<file path="src/rtl/npc_pkg.sv">
package npc_pkg;
  localparam int OPC_W = 6;

  localparam logic [OPC_W-1:0] OP_BRZ   = 6'b010000;
  localparam logic [OPC_W-1:0] OP_BRNZ  = 6'b010001;
  localparam logic [OPC_W-1:0] OP_JMP   = 6'b001100;
  localparam logic [OPC_W-1:0] OP_JMPL  = 6'b001101;
  localparam logic [OPC_W-1:0] OP_JREG  = 6'b001110;
  localparam logic [OPC_W-1:0] OP_JREGL = 6'b001111;

  typedef struct packed {
    logic is_branch;
    logic br_on_nz;
    logic is_jump;
    logic use_reg;
    logic link;
  } npc_ctl_t;
endpackage

</file>
<file path="src/rtl/npc_decode.sv">
module npc_decode
  import npc_pkg::*;
(
  input  logic [OPC_W-1:0] opcode_i,
  output npc_ctl_t         ctl_o
);
  always_comb begin
    ctl_o = '0;
    unique case (opcode_i)
      OP_BRZ:   ctl_o.is_branch = 1'b1;
      OP_BRNZ:  begin ctl_o.is_branch = 1'b1; ctl_o.br_on_nz = 1'b1; end
      OP_JMP:   ctl_o.is_jump = 1'b1;
      OP_JMPL:  begin ctl_o.is_jump = 1'b1; ctl_o.link = 1'b1; end
      OP_JREG:  begin ctl_o.is_jump = 1'b1; ctl_o.use_reg = 1'b1; end
      OP_JREGL: begin ctl_o.is_jump = 1'b1; ctl_o.use_reg = 1'b1; ctl_o.link = 1'b1; end
      default:  ctl_o = '0;
    endcase
  end
endmodule

</file>
<file path="src/rtl/npc_target.sv">
module npc_target #(
  parameter int XLEN  = 32,
  parameter int OFF_S = 16,
  parameter int OFF_L = 26
) (
  input  logic [XLEN-1:0]  pc_i,
  input  logic [OFF_S-1:0] off_s_i,
  input  logic [OFF_L-1:0] off_l_i,
  output logic [XLEN-1:0]  seq_o,
  output logic [XLEN-1:0]  br_tgt_o,
  output logic [XLEN-1:0]  jmp_tgt_o
);
  logic [XLEN-1:0] off_s_ext, off_l_ext;

  // offsets wider than the datapath are truncated, narrower ones sign-extended
  generate
    if (OFF_S < XLEN) begin : g_s_ext
      assign off_s_ext = {{(XLEN-OFF_S){off_s_i[OFF_S-1]}}, off_s_i};
    end else begin : g_s_trunc
      assign off_s_ext = off_s_i[XLEN-1:0];
    end
    if (OFF_L < XLEN) begin : g_l_ext
      assign off_l_ext = {{(XLEN-OFF_L){off_l_i[OFF_L-1]}}, off_l_i};
    end else begin : g_l_trunc
      assign off_l_ext = off_l_i[XLEN-1:0];
    end
  endgenerate

  assign seq_o     = pc_i + XLEN'(4);
  assign br_tgt_o  = seq_o + off_s_ext;
  assign jmp_tgt_o = seq_o + off_l_ext;
endmodule

</file>
<file path="src/rtl/npc_select.sv">
module npc_select
  import npc_pkg::*;
#(
  parameter int XLEN = 32
) (
  input  npc_ctl_t        ctl_i,
  input  logic [XLEN-1:0] test_val_i,
  input  logic [XLEN-1:0] rs_val_i,
  input  logic [XLEN-1:0] seq_i,
  input  logic [XLEN-1:0] br_tgt_i,
  input  logic [XLEN-1:0] jmp_tgt_i,
  output logic [XLEN-1:0] next_o,
  output logic            taken_o,
  output logic            link_o
);
  logic is_zero, cond;

  assign is_zero = (test_val_i == '0);
  assign cond    = ctl_i.br_on_nz ? !is_zero : is_zero;

  always_comb begin
    next_o  = seq_i;
    taken_o = 1'b0;
    link_o  = 1'b0;
    if (ctl_i.is_branch) begin
      if (cond) begin
        next_o  = br_tgt_i;
        taken_o = 1'b1;
      end
    end else if (ctl_i.is_jump) begin
      // register target is the value presented, never the link data
      next_o  = ctl_i.use_reg ? rs_val_i : jmp_tgt_i;
      taken_o = 1'b1;
      link_o  = ctl_i.link;
    end
  end
endmodule

</file>
<file path="src/rtl/npc_unit.sv">
module npc_unit
  import npc_pkg::*;
#(
  parameter int XLEN  = 32,
  parameter int OFF_S = 16,
  parameter int OFF_L = 26,
  parameter int NREGS = 32,
  localparam int RIDX_W = $clog2(NREGS)
) (
  input  logic              clk_i,
  input  logic              rst_ni,
  input  logic [XLEN-1:0]   pc_i,
  input  logic [OPC_W-1:0]  opcode_i,
  input  logic [OFF_S-1:0]  off16_i,
  input  logic [OFF_L-1:0]  off26_i,
  input  logic [XLEN-1:0]   rs_val_i,
  input  logic [XLEN-1:0]   test_val_i,
  output logic [XLEN-1:0]   next_pc_o,
  output logic              taken_o,
  output logic              link_we_o,
  output logic [RIDX_W-1:0] link_addr_o,
  output logic [XLEN-1:0]   link_data_o
);
  npc_ctl_t        ctl;
  logic [XLEN-1:0] seq, br_tgt, jmp_tgt, next_d;
  logic            taken_d, link_d;

  npc_decode u_dec (
    .opcode_i (opcode_i),
    .ctl_o    (ctl)
  );

  npc_target #(.XLEN(XLEN), .OFF_S(OFF_S), .OFF_L(OFF_L)) u_tgt (
    .pc_i      (pc_i),
    .off_s_i   (off16_i),
    .off_l_i   (off26_i),
    .seq_o     (seq),
    .br_tgt_o  (br_tgt),
    .jmp_tgt_o (jmp_tgt)
  );

  npc_select #(.XLEN(XLEN)) u_sel (
    .ctl_i      (ctl),
    .test_val_i (test_val_i),
    .rs_val_i   (rs_val_i),
    .seq_i      (seq),
    .br_tgt_i   (br_tgt),
    .jmp_tgt_i  (jmp_tgt),
    .next_o     (next_d),
    .taken_o    (taken_d),
    .link_o     (link_d)
  );

  always_ff @(posedge clk_i or negedge rst_ni) begin
    if (!rst_ni) begin
      next_pc_o   <= '0;
      taken_o     <= 1'b0;
      link_we_o   <= 1'b0;
      link_data_o <= '0;
    end else begin
      next_pc_o   <= next_d;
      taken_o     <= taken_d;
      link_we_o   <= link_d;
      link_data_o <= seq;
    end
  end

  assign link_addr_o = RIDX_W'(NREGS - 1);
endmodule

</file>
<file path="config.mk">
export PLATFORM = sky130hd
export DESIGN_NAME = npc_unit
export DESIGN_NICKNAME = d
export VERILOG_FILES = /design/src/rtl/npc_pkg.sv /design/src/rtl/npc_decode.sv /design/src/rtl/npc_target.sv /design/src/rtl/npc_select.sv /design/src/rtl/npc_unit.sv
export SDC_FILE = /design/constraint.sdc
export NUM_CORES = 1
export LEC_CHECK = 0
export CAP_MARGIN = 20
export CORE_MARGIN = 2
export CORE_UTILIZATION = 30
export DETAILED_ROUTE_END_ITERATION = 12
export DONT_BUFFER_PORTS = 1
export GPL_ROUTABILITY_DRIVEN = 0
export GPL_TIMING_DRIVEN = 1
export SLEW_MARGIN = 0
export SYNTH_ARGS = -nofsm -noshare
export SYNTH_HDL_FRONTEND = slang
export SYNTH_SLANG_ARGS = --single-unit
export TNS_END_PERCENT = 100
</file>
<file path="constraint.sdc">
create_clock -name clk_i -period 1 [get_ports clk_i]
set_input_delay 0.1 -clock clk_i [delete_from_list [all_inputs] [get_ports clk_i]]
set_output_delay 0.1 -clock clk_i [all_outputs]
set_load 0.1 [all_outputs]
</file>
# Yosys cells after proc, flatten, opt, wreduce, memory -nomap -nowiden
# Cells that the tools add are included.
[classes]
add_sub_neg = 3
mul = 0
div_mod_pow = 0
magnitude_cmp = 0
n_eq_ne = 6
shift = 0
n_mux = 15
bitwise_logic = 0
reduce_logical = 6
[ops]
columns = ["operator", "count"]
rows = [
  ["$mux 32", 4],
  ["$add 32x32->32", 2],
  ["$add 32x3->32 const B", 1],
  ["$logic_not 32->1", 1],
  ["$eq 6x4->1 const B", 4],
  ["$eq 6x5->1 const B", 2],
  ["$mux 1", 11],
  ["$reduce_or 2->1", 3],
  ["$reduce_or 4->1", 1],
  ["$logic_not 1->1", 1],
]
[word_totals]
register_bits = 66
latchBits = 0
ramBits = 0
romBits = 0
in_bits = 146
output_inout_bits = 71
wordCells = 34
n_memories = 0

# Logic depth before layout (Yosys ltp)
[logic_depth]
ltp_word = 6
depth_mapped = 19
mapped_depth_nobuf = 18

# Modules after synthesis
# A second synthesis with hierarchy kept.
[unflattened]
cells_unflattened = 879
hier_area_um2 = 7277.0
[by_module_without_submodules]
columns = ["module", "n_inst", "cells_each", "area_each_um2", "seq_area_each_um2"]
rows = [
  ["npc_target", 1, 559, 3887.5, 0.0],
  ["npc_unit", 1, 72, 1692.9, 1651.6],
  ["npc_select", 1, 242, 1641.6, 0.0],
  ["npc_decode", 1, 6, 55.1, 0.0],
]

# Least setup slack after synthesis
# OpenSTA, ideal clock, no wires.
[synth_timing]
kind = "input to register"
startpoint = "in pc_i[2]"
endpoint = "reg next_pc_o[31]"
setup_ns = 0.129
arrival_ns = 3.373
t_required_ns = 0.871
slack_ns = -2.501
stages = 17
path_buffers = 1
cell_sequence = "ha_1 -> nand4_1 -> nor2_1 -> nand2_1 -> nor2_1 -> nand2_1 -> xnor2_1 -> ha_1 -> clkbuf_1 -> a21oi_1 -> o21bai_1 -> a2111oi_0 -> o22ai_1 -> a21oi_1 -> o21ai_0 -> a41o_1 -> a2111o_1"
[synth_between]
elab_chain_cells = 5
elab_cells_between_ends = 7
cone_classes = "3 x add/sub; 4 x mux"
[synth_lines]
columns = ["element", "line", "rtl"]
rows = [
  ["start, declared", "npc_unit.sv:12", "input logic [XLEN-1:0] pc_i,"],
  ["$add 32x3->32 (*)", "npc_target.sv:29", "assign seq_o = pc_i + XLEN'(4);"],
  ["named net seq[22]", "npc_unit.sv:25", "logic [XLEN-1:0] seq, br_tgt, jmp_tgt, next_d;"],
  ["$add 32x32->32", "npc_target.sv:31", "assign jmp_tgt_o = seq_o + off_l_ext;"],
  ["$mux 32", "npc_select.sv:32", "next_o = ctl_i.use_reg ? rs_val_i : jmp_tgt_i;"],
  ["$mux 32", "npc_select.sv:30", "end else if (ctl_i.is_jump) begin"],
  ["$mux 32 (*)", "npc_select.sv:25", "if (ctl_i.is_branch) begin"],
  ["named net next_d[31]", "npc_unit.sv:25", ""],
  ["end signal, assigned", "npc_unit.sv:61", "next_pc_o <= next_d;"],
  ["end, declared", "npc_unit.sv:18", "output logic [XLEN-1:0] next_pc_o,"],
]
# Mark *: on every way through the listed nets, which the timed path passes. The rest lies on a longest branch.

# Final worst setup path
[layout_timing]
startpoint = "in pc_i[2]"
endpoint = "reg next_pc_o[22]"
# The elaborated chain is that of the path after synthesis.

==> reports/metrics.csv <==
metric,value,unit
run status,"complete, but fails checks",
violated checks,"hold timing, setup timing",
Post-synth EDFFs,0,
Avg Vias per Cell,5.749,
"Largest stage delay, worst path",0.38,ns
"commonest non-fill, non-tap cell in the layout",buf_4,
hold_ws,-0.5571,ns
placement-stage cell area,10740,sq um
CTS tree,done,
Antenna Nets Post-Route,0,
CP top delay family,compound AO/OA/AOI/OAI gates,
# hold bufs at CTS,17,
worst path arrival time,3.09,ns
IO Port Bufs,0,
Post-Synthesis Cells,789,
Synth warnings,0,
initial antenna violation count,4,
die area,23100,sq um
critical path class,in -> reg,
GRT Overall Usage,0.2544,
crit-path cells,and3_4 -> nand3_4 -> buf_4 -> buf_6 -> xnor2_4 -> ha_4 -> buf_4 -> a21oi_2 -> nor2_2 -> a2111oi_4 -> a21oi_4 -> buf_4 -> a2111oi_4 -> nor2_2 -> xor2_1 -> nand2_1 -> o211ai_1,
Die Y,152.0,um
Layout area overhead,99.70,%
register clock-pin slew on the reported worst setup and hold paths,0.06,ns
"most used cell, CP",buf_4,
Final Critical Period,2.856,ns
Critical Path Start,pc_i[2],
CP Buf/Inv Count,4,
"Seq/Total Area, Yosys",0.2514,
maximum vdd drop,0.7522,mV
"Primary FF master, synth",dfrtp_1,
cell leakage power,5.765,nW
Nets,1397,
Finished Cell Area,13120,sq um
CP required,1.23,ns
synth unique cells,69,
CTS Sinks,66,
number of global-route vias before repair,8143,
floorplan core area,21690,sq um
"Slowest-stage cell, CP",a2111oi_4,
"Hold Vio Cnt, Final",69,
DRT iter0 DRCs,741,
fin cells,1467,
max-slew violation count,0,
CTS buffer count,9,
max-cap viol count,0,
Final Setup Violations,112,
fin worst setup slack,-1.856,ns
Netlist Area Pre-Place,6570,sq um
Max Fanout on Critical Path,5,
Die Wd,152.0,um
P per Cell Area,1113,nW/um^2
DR pass1 iterations,7,
Root Buffer,clkbuf_16,
Synth Area per Inst,8.327,sq um
placed insts,1372,
ratio of cells with drive above 1 in the final layout,0.5473,
Min-Delay Path Class,in -> async,
"FF+latch count, synth",66,
CP Launch Type,input port,
largest net degree at the start of global routing,67,
# DRC,0,
row count,54,
most frequent cells in the layout,"267 x buf_4, 71 x buf_12, 66 x dfrtp_1",
Max-slew headroom,0.5210,
worst-margin pin slew,0.7161,ns
Tot Pwr,0.01460,W
Post-DP HPWL,22510,um
crit end category,flip-flop,
GRT overflow,0,
Vias,8434,
highest clock rate,350.2,MHz
H-tree depth,3,
Starting Density,0.3029,
RSZ-0062 raised after global routing,true,
WL/cell,21.68,um
Bufs on Longest Clock Path,2,
fillers,1554,
Tcrit/Tclk final,2.856,
final wirelength,31810,um
first-pass GRT wire length,46440,um
ys async rst share,1.000,
Ports,217,
Post-Route Utilization,0.6049,
synth_stat cells, drive strengths merged (8+ instances only):
cell type	count	area, sq um
a211oi	13	102.6
a21oi	64	320.3
ha	70	875.8
xnor2	46	410.4
inv	23	86.33
a22oi	8	60.06
and3	10	62.56
nand3	30	150.1
xor2	31	290.3
a21o	29	217.7
nor2	61	229.0
clkbuf	27	101.4
nor3	19	95.09
o21ai	58	290.3
o211ai	8	60.06
nor4	12	90.09
nand2	59	221.5
nand4	18	127.6
dfrtp	66	1652
nand2b	13	81.33
cell families (layout without fill, tap and decap cells):
| group | Yosys count | after routing | share of synthesized area |
|---|---|---|---|
| adder cells (fa/ha/maj) | 72 | 72 | 0.1394 |
| flip-flops | 66 | 66 | 0.2514 |
| multiplexers | 10 | 10 | 0.01581 |
| AND/OR/NAND/NOR | 247 | 247 | 0.1882 |
| buffers and inverters | 57 | 448 | 0.03599 |
| XOR/XNOR | 77 | 77 | 0.1066 |
| other | 1 | 8 | 0.0005708 |
| AO/OA/AOI/OAI | 259 | 259 | 0.2620 |
worst paths after layout:
check | endpoint | slack, ns | cells after the start
setup / recovery | next_pc_o[22]$_DFF_PN0_ | -1.86 | 17
hold / removal | next_pc_o[0]$_DFF_PN0_ | -0.56 | 0
max in group asynchronous | next_pc_o[24]$_DFF_PN0_ | 1.41 | 0
min in group clk_i | link_data_o[21]$_DFF_PN0_ | -0.02 | 2
routing by layer:
layer,global-route usage,vias up,share of wire
met5,0,-,0.00038
met4,0.1362,2,0.059
met3,0.03936,126,0.066
met2,0.4043,438,0.46
met1,0.3335,4130,0.42
li1,-,3738,-
where the power goes:
group	internal [W]	switching, W
combinational	0.00379	0.00439
clock	0.00202	0.00137
sequential	0.00286	0.000166
total	0.00867	0.00593
stage by stage:
stage                     hold slack (ns)  TNS [ns]  worst slack [ns]
after floorplan                   -0.1956    -46.68            -2.049
after detailed placement          -0.1945    -67.06            -2.392
after global routing              -0.5649    -51.86            -1.981
final                             -0.5571    -47.48            -1.856
after global placement            -0.1944    -65.08            -2.286
after CTS                         -0.5617    -44.74            -1.788
cell type report:
cell class | count | area [sq um] | area share
Tap cell | 280 | 350.3 | 0.02670
Antenna cell | 3 | 7.507 | 0.0005722
Inverter | 23 | 86.33 | 0.006580
Sequential cell | 66 | 1652 | 0.1259
Multi-Input combinational cell | 670 | 6515 | 0.4966
Clock inverter | 5 | 62.56 | 0.004768
Clock buffer | 11 | 242.7 | 0.01850
Timing Repair Buffer | 409 | 4204 | 0.3204
registers in the layout, summed over array words and instances, names as in the netlist:
| register | count |
|---|---|
| next_pc_o | 32 |
| link_data_o | 32 |
| link_we_o | 1 |
| taken_o | 1 |
what timing repair did:
action	CTS	global route
hold endpoints to repair	86	70
pin swaps	89	72
resized for setup	191	102
gates cloned	1	0
setup buffers	40	28
setup endpoints to repair	113	114
No activity file was read; power rests on OpenSTA's default activity.
